===== config.mk =====
export PLATFORM = sky130hd
export DESIGN_NAME = vid_frame_sig
export DESIGN_NICKNAME = d
export VERILOG_FILES = /design/src/rtl/vfs_pkg.sv /design/src/rtl/vfs_sync_edge.sv /design/src/rtl/vfs_ctrl.sv /design/src/rtl/vfs_engine.sv /design/src/rtl/vid_frame_sig.sv
export SDC_FILE = /design/constraint.sdc
export NUM_CORES = 1
export LEC_CHECK = 0
export ABC_AREA = 1
export BUFFER_PORTS_ARGS = -buffer_cell sky130_fd_sc_hd__buf_2
export CORE_UTILIZATION = 45
export CTS_CLUSTER_SIZE = 10
export DETAILED_ROUTE_END_ITERATION = 10
export PLACE_DENSITY_LB_ADDON = 0.15
export SYNTH_ARGS = -nofsm -noshare
export SYNTH_HDL_FRONTEND = slang
export SYNTH_SLANG_ARGS = --single-unit

===== constraint.sdc =====
create_clock -name clk -period 4.2 [get_ports clk]
set_input_delay 0.42 -clock clk [delete_from_list [all_inputs] [get_ports clk]]
set_output_delay 0.42 -clock clk [all_outputs]
set_load 0.1 [all_outputs]

===== src/rtl/vfs_pkg.sv =====
// Package: shared widths, polynomials, capture states and the
// per-word signature step functions for the frame signature block.
// Assumes pixel words are folded MSB first, with no reflection.
package vfs_pkg;

    localparam int PIX_W    = 24;
    localparam int WIDE_W   = 32;
    localparam int NARROW_W = 24;
    localparam int CTRL_W   = 64;

    localparam logic [WIDE_W-1:0]   WIDE_POLY   = 32'h04C1_1DB7;
    localparam logic [NARROW_W-1:0] NARROW_POLY = 24'h5D_6DCB;

    localparam logic [WIDE_W-1:0] WIDE_SEED   = '0;
    localparam logic [WIDE_W-1:0] NARROW_SEED = WIDE_W'(1);

    typedef enum logic [1:0] {
        CAP_ARM  = 2'd0,
        CAP_RUN  = 2'd1,
        CAP_DONE = 2'd2
    } cap_state_e;

    // Fold one pixel word into the 32-bit CRC state.
    function automatic logic [WIDE_W-1:0] fold_wide(
        input logic [WIDE_W-1:0] state,
        input logic [PIX_W-1:0]  word
    );
        logic [WIDE_W-1:0] s;
        logic              fb;
        s = state;
        for (int i = PIX_W - 1; i >= 0; i--) begin
            fb = s[WIDE_W-1] ^ word[i];
            s  = {s[WIDE_W-2:0], 1'b0} ^ (fb ? WIDE_POLY : '0);
        end
        return s;
    endfunction

    // Fold one pixel word into the 24-bit shift-register signature.
    function automatic logic [NARROW_W-1:0] fold_narrow(
        input logic [NARROW_W-1:0] state,
        input logic [PIX_W-1:0]    word
    );
        logic [NARROW_W-1:0] s;
        logic                fb;
        s = state;
        for (int i = PIX_W - 1; i >= 0; i--) begin
            fb = s[NARROW_W-1] ^ word[i];
            s  = {s[NARROW_W-2:0], 1'b0} ^ (fb ? NARROW_POLY : '0);
        end
        return s;
    endfunction

endpackage


===== src/rtl/vfs_sync_edge.sv =====
// Frame-sync edge detector: registers vsync once and flags a cycle
// where the line is low now but was high on the previous clock.
// Assumes vsync is already synchronous to clk.
module vfs_sync_edge (
    input  logic clk,
    input  logic rst_n,
    input  logic vsync,
    output logic fall
);

    logic vsync_q;

    // Keep the previous frame-sync sample.
    always_ff @(posedge clk) begin
        if (!rst_n) vsync_q <= 1'b0;
        else        vsync_q <= vsync;
    end

    assign fall = vsync_q & ~vsync;

endmodule


===== src/rtl/vfs_ctrl.sv =====
// Capture controller: holds the enable and free-run bits, latches the
// mode while idle and sequences arm / run / done on frame-sync edges.
// Assumes fall is a one-cycle pulse from vfs_sync_edge.
module vfs_ctrl
    import vfs_pkg::*;
(
    input  logic clk,
    input  logic rst_n,
    input  logic wr,
    input  logic wr_en,
    input  logic wr_fr,
    input  logic fall,
    input  logic de,
    input  logic mode32,
    output logic en_q,
    output logic fr_q,
    output logic done,
    output logic mode_q,
    output logic seed_load,
    output logic step
);

    cap_state_e st;

    // Software-writable enable and free-run bits.
    always_ff @(posedge clk) begin
        if (!rst_n) begin
            en_q <= 1'b0;
            fr_q <= 1'b0;
        end else if (wr) begin
            en_q <= wr_en;
            fr_q <= wr_fr;
        end
    end

    // Track the mode only while capture is disabled.
    always_ff @(posedge clk) begin
        if (!rst_n || !en_q) mode_q <= mode32;
    end

    // Capture sequencer driven by frame-sync falling edges.
    always_ff @(posedge clk) begin
        if (!rst_n || !en_q) begin
            st <= CAP_ARM;
        end else begin
            unique case (st)
                CAP_ARM:  if (fall) st <= CAP_RUN;
                CAP_RUN:  if (fall && !fr_q) st <= CAP_DONE;
                CAP_DONE: st <= CAP_DONE;
                default:  st <= CAP_ARM;
            endcase
        end
    end

    assign done      = (st == CAP_DONE);
    assign seed_load = ~en_q;
    assign step      = (st == CAP_RUN) && en_q && de && !fall;

    // dropping enable clears the done flag one cycle later.
    p_done_clears_r8: assert property (@(posedge clk) disable iff (!rst_n)
        !en_q |=> !done);

    // a capture only opens on an edge seen while enabled and armed.
    p_open_on_edge_r3: assert property (@(posedge clk) disable iff (!rst_n)
        (st == CAP_RUN && $past(st) == CAP_ARM) |-> $past(fall && en_q));

    // done rises only at an edge with free-run off.
    p_done_on_edge_r4: assert property (@(posedge clk) disable iff (!rst_n)
        $rose(done) |-> $past(fall && !fr_q && st == CAP_RUN));

    // free-running capture survives a frame-sync edge.
    p_freerun_holds_r6: assert property (@(posedge clk) disable iff (!rst_n)
        (st == CAP_RUN && fall && fr_q && en_q && !wr) |=> st == CAP_RUN);

endmodule


===== src/rtl/vfs_engine.sv =====
// Signature engine: one 32-bit register that is either seeded, held,
// or stepped by the wide CRC or the narrow shift-register fold.
// Assumes seed_mode is the live mode input and step_mode is latched.
module vfs_engine
    import vfs_pkg::*;
(
    input  logic              clk,
    input  logic              rst_n,
    input  logic              seed_load,
    input  logic              seed_mode,
    input  logic              step,
    input  logic              step_mode,
    input  logic [PIX_W-1:0]  pix,
    output logic [WIDE_W-1:0] sig
);

    localparam int PAD_W = WIDE_W - NARROW_W;

    logic [WIDE_W-1:0] next_fold;

    // Pick the fold variant selected by the latched mode.
    always_comb begin
        if (step_mode) next_fold = fold_wide(sig, pix);
        else           next_fold = {{PAD_W{1'b0}}, fold_narrow(sig[NARROW_W-1:0], pix)};
    end

    // Seed while idle or in reset, otherwise step on accepted pixels.
    always_ff @(posedge clk) begin
        if (!rst_n || seed_load) sig <= seed_mode ? WIDE_SEED : NARROW_SEED;
        else if (step)           sig <= next_fold;
    end

    // after a seed cycle the value matches the mode just latched.
    p_seed_value_r2: assert property (@(posedge clk) disable iff (!rst_n)
        seed_load |=> (sig == (step_mode ? WIDE_SEED : NARROW_SEED)));

    // without a step request the signature does not move.
    p_hold_no_step_r4: assert property (@(posedge clk) disable iff (!rst_n)
        (!step && !seed_load) |=> $stable(sig));

endmodule


===== src/rtl/vid_frame_sig.sv =====
// Top level of the frame signature block: edge detector, capture
// controller and signature engine, plus the control readback word.
// Assumes every input is synchronous to the pixel clock.
module vid_frame_sig
    import vfs_pkg::*;
(
    input  logic              clk,
    input  logic              rst_n,
    input  logic              vsync,
    input  logic              de,
    input  logic [PIX_W-1:0]  pix,
    input  logic              mode32,
    input  logic              ctrl_wr,
    input  logic [1:0]        ctrl_wdata,
    output logic [CTRL_W-1:0] ctrl_rdata,
    output logic [WIDE_W-1:0] sig_rdata
);

    logic fall;
    logic en_q;
    logic fr_q;
    logic done;
    logic mode_q;
    logic seed_load;
    logic step;

    vfs_sync_edge u_edge (
        .clk   (clk),
        .rst_n (rst_n),
        .vsync (vsync),
        .fall  (fall)
    );

    vfs_ctrl u_ctrl (
        .clk       (clk),
        .rst_n     (rst_n),
        .wr        (ctrl_wr),
        .wr_en     (ctrl_wdata[0]),
        .wr_fr     (ctrl_wdata[1]),
        .fall      (fall),
        .de        (de),
        .mode32    (mode32),
        .en_q      (en_q),
        .fr_q      (fr_q),
        .done      (done),
        .mode_q    (mode_q),
        .seed_load (seed_load),
        .step      (step)
    );

    vfs_engine u_engine (
        .clk       (clk),
        .rst_n     (rst_n),
        .seed_load (seed_load),
        .seed_mode (mode32),
        .step      (step),
        .step_mode (mode_q),
        .pix       (pix),
        .sig       (sig_rdata)
    );

    // Control readback: reserved bits are tied low.
    assign ctrl_rdata = {{(CTRL_W-3){1'b0}}, done, fr_q, en_q};

    // in narrow mode the top byte of the signature stays clear.
    p_narrow_top_r5: assert property (@(posedge clk) disable iff (!rst_n)
        !mode_q |-> (sig_rdata[WIDE_W-1:NARROW_W] == '0));

    // once done and still enabled, the readout is frozen.
    p_frozen_done_r4: assert property (@(posedge clk) disable iff (!rst_n)
        (done && en_q) |=> $stable(sig_rdata));

endmodule


==> insert_results.sql <==
INSERT INTO impl_metrics (metric_group, metric, value, unit) VALUES
('status', 'run_status', 'finished clean', ''),
('sta', 'timing.final.crit_period', '4187', 'ps'),
('detailed_routing', 'post-route-drc-count', '0', ''),
('clock_network', 'cts_buffers', '5', ''),
('detailed_routing', 'initial_detailed_routing_violation_count', '643', ''),
('synthesis', 'netlist_area', '8723', 'um^2'),
('critical_path', 'setup.reg_to_reg.worst_slack', '10', 'ps'),
('synthesis', 'synth_seq_cells', '38', ''),
('detailed_routing', 'total_routed_wirelength', '30080', 'um'),
('final_layout', 'nets', '1625', ''),
('placed_design', 'port_buffers', '66', ''),
('synthesis', 'yosysSeqAreaShare', '0.1251', ''),
('synthesis', 'yosys.area.top_type', 'xor2_1', ''),
('synthesis', 'synth-warning-count', '0', ''),
('critical_path', 'worstRegToRegCells', '37', ''),
('global_route', 'gr-usage-all-layers', '0.2788', ''),
('clock_network', 'cts_num_sinks', '38', ''),
('hold_path', 'worst_hold_path.num_cells', '3', ''),
('synthesis', 'yosys.cell_count.top_type', 'nand2_1', ''),
('global_route', 'grt_pass1_wl', '42160', 'um'),
('critical_path', 'r2r_startpoint', 'u_engine.sig[23]', ''),
('placed_design', 'place.gp.congestion', '0.9519', ''),
('critical_path', 'worst_reg2reg_path_endpoint', 'u_engine.sig[18]', ''),
('clock_network', 'ctsRootBufferMaster', 'clkbuf_16', ''),
('clock_network', 'tritoncts', 'yes', ''),
('critical_path', 'critPathArrivalTime', '4240', 'ps'),
('critical_path', 'worstPathMaxFanout', '7', ''),
('clock_network', 'htree_levels', '2', ''),
('global_route', 'grt_pass1_vias', '7866', ''),
('hold_path', 'min-delay-path-class', 'input pin to register', ''),
('sta', 'final-max-slew-violation-count', '0', ''),
('synthesis', 'yosysUniqueCellTypes', '43', ''),
('global_route', 'pin_count_of_the_biggest_net_entering_global_routing', '33', ''),
('synthesis', 'synth.area.top_cells', 'xor2_1, nand2_1, edfxtp_1', ''),
('critical_path', 'critical_path_buf_inv_count', '7', ''),
('sta', 'finClkSkew', '6.837', 'ps'),
('final_layout', 'syn_to_final_growth', '45.20', '%'),
('critical_path', 'worst_ep_required_time', '4250', 'ps'),
('critical_path', 'crit_path_end_kind', 'register', ''),
('global_route', 'antenna_violations_before_repair', '0', ''),
('clock_network', 'clk_path_buf_depth', '2', ''),
('critical_path', 'criticalPathCategory', 'register to register', ''),
('hold_path', 'whs_endpoint', 'u_edge.vsync_q', ''),
('hold_path', 'worst_hold_start', 'vsync', ''),
('placed_design', 'dp_hpwl', '23500', 'um'),
('sta', 'maxSlewHeadroom', '0.2633', ''),
('sta', 'unrepaired_setup_endpoints_after_global_routing', 'true', ''),
('critical_path', 'crit_slowest_cell', 'edfxtp_1', ''),
('sta', 'achievable-frequency', '0.2388', 'GHz'),
('global_route', 'grt_overflow', '0', ''),
('critical_path', 'crit_path_start_kind', 'register', ''),
('detailed_routing', 'drt_first_pass_iters', '6', ''),
('synthesis', 'synthFlopType', 'edfxtp_1', ''),
('synthesis', 'number_of_enable_type_register_cells_in_the_synthesized_netlist', '33', ''),
('final_layout', 'num_antenna_cells', '0', ''),
('die', 'core_area', '18830', 'um^2'),
('detailed_routing', 'detailroute.via_count', '9169', ''),
('die', 'ioPinCount', '128', ''),
('sta', 'finalSetupTns', '0', 'ps'),
('synthesis', 'synth_top_cells_by_count', 'nand2_1, xor2_1, nand3_1', ''),
('die', 'chipHeight', '141.2', 'um'),
('final_layout', 'fill_cells', '1592', ''),
('critical_path', 'cpLargestDelayFamily', 'simple AND/OR/NAND/NOR gates', ''),
('synthesis', 'synthesis.area_per_instance', '6.705', 'um^2'),
('critical_path', 'cp_slowest_stage_delay', '520', 'ps'),
('clock_network', 'insertion_delay', '290', 'ps'),
('detailed_routing', 'route.antenna.remaining_nets', '0', ''),
('die', 'rows', '50', ''),
('sta', 'worstMarginPinSlew', '1101', 'ps'),
('clock_network', 'clkSlewWorstSetupHoldPaths', '60', 'ps'),
('die', 'starting_density_of_the_core', '0.4633', ''),
('detailed_routing', 'mean_number_of_vias_per_cell', '4.956', ''),
('synthesis', 'synthDominantCellAreaShare', '0.1767', ''),
('detailed_routing', 'routedWlPerCell', '16.26', 'um'),
('die', 'die_area', '19950', 'um^2'),
('sta', 'report.final.hold_viol_count', '0', ''),
('critical_path', 'critPathMostFrequentCell', 'nand2_4', ''),
('final_layout', 'drive_gt1_frac', '0.4333', ''),
('sta', 'portion_of_the_clock_cycle_consumed_by_the_worst_path_in_the_final_layout', '0.9970', ''),
('sta', 'final_setup_violations', '0', ''),
('die', 'width_of_the_die', '141.2', 'um'),
('synthesis', 'async_reset_ff_frac', '0', ''),
('synthesis', 'syn_inst', '1301', ''),
('run', 'max_cap_viols', '0', '');
worst max path at each step:
stage                      from  slack, ps  cells past startpoint               end
5_1_grt        u_engine.sig[23]       -250                     38  u_engine.sig[20]
3_3_place_gp            pix[23]       -100                     32  u_engine.sig[11]
6_report       u_engine.sig[23]         10                     37  u_engine.sig[18]
4_1_cts        u_engine.sig[22]         10                     35  u_engine.sig[15]
3_5_place_dp            pix[20]       -130                     31  u_engine.sig[21]
2_1_floorplan  u_engine.sig[22]       -160                     37  u_engine.sig[12]
registers in the layout, indices dropped and copies added (netlist names):
name / cells
u_ctrl.en_q: 1
u_ctrl.fr_q: 1
u_ctrl.mode_q: 1
u_ctrl.st: 2
u_edge.vsync_q: 1
u_engine.sig: 32
cell families (layout without fill, tap and decap cells):
kind of cell,after synthesis,in the layout,synth area share
compound gates,61,61,0.03744
fa+ha+maj,4,4,0.005737
buf+inv,210,438,0.1216
xor+xnor,292,292,0.3250
flops,38,38,0.1251
simple gates,695,696,0.3847
other cells,1,61,0.0004299
cell type report:
cell class / count / area, um^2 / share of cell area
Inverter: 136 / 560.5 / 0.04426
Tap cell: 260 / 325.3 / 0.02568
Timing Repair Buffer: 294 / 2177 / 0.1719
Clock buffer: 5 / 125.1 / 0.009878
Sequential cell: 38 / 1091 / 0.08614
Clock inverter: 3 / 68.82 / 0.005433
Multi-Input combinational cell: 1114 / 8318 / 0.6567
layout by cell type (no fill, tap or decap), types with 4 or more instances in the layout:
cell type    n
xnor2_2     14
dfxtp_1      5
or2_2       12
nor2_1      21
buf_4      206
inv_2       20
nand2_1    279
xor2_1     159
conb_1      61
clkbuf_16    5
edfxtp_1    33
a21oi_2      9
inv_1      101
buf_12       6
xnor2_4      7
o21ai_0     13
nand3b_1    10
xnor2_1     78
xor2_2      27
ha_1         4
nand3_4     32
nand2_4     74
a21oi_1     20
buf_6       16
xor2_4       7
nand3_1     90
o21ai_1      9
nand2_8     12
nand3_2     33
or2_1        4
nand2_2    119
buf_2       66
inv_4       11
layer usage:
metal  part of all wire  vias to the layer above  track usage
met5                  0                        -            0
met4              0.022                        0      0.05092
li1                   -                     4489            -
met2               0.47                      305       0.4633
met3              0.056                       39      0.03702
met1               0.45                     4336       0.3867
worst register-to-register path, delay by kind of cell (launching register included):
kind	cells	cell delay, ps
buf+inv	7	820
simple gates	30	2590
flops	1	520
repair_timing:
item                       4_1_cts  5_1_grt
hold buffers                     0        0
setup buffers                    4       45
cloned                           0        1
pin swaps                        5      126
setup endpoints to repair       19       24
resized for setup               16      297
per-stage QoR:
| stage | setup WS (ps) | instance area, um^2 | hold slack (ps) | util | std cells |
|---|---|---|---|---|---|
| after global routing | -248.0 | 12670 | 336.1 | 0.6726 | 1850 |
| final | 12.70 | 12670 | 324.5 | 0.6726 | 1850 |
| after global placement | -99.59 | 10650 | 508.8 | 0.5658 | 1792 |
| after floorplan | -161.1 | 9155 | 486.1 | - | 1361 |
| after detailed placement | -129.2 | 10650 | 515.4 | 0.5658 | 1792 |
| after CTS | 12.97 | 10960 | 325.4 | 0.5819 | 1804 |
Power is not shown: default switching activity piles up to over one toggle a cycle in this logic, so the estimate is an artifact.
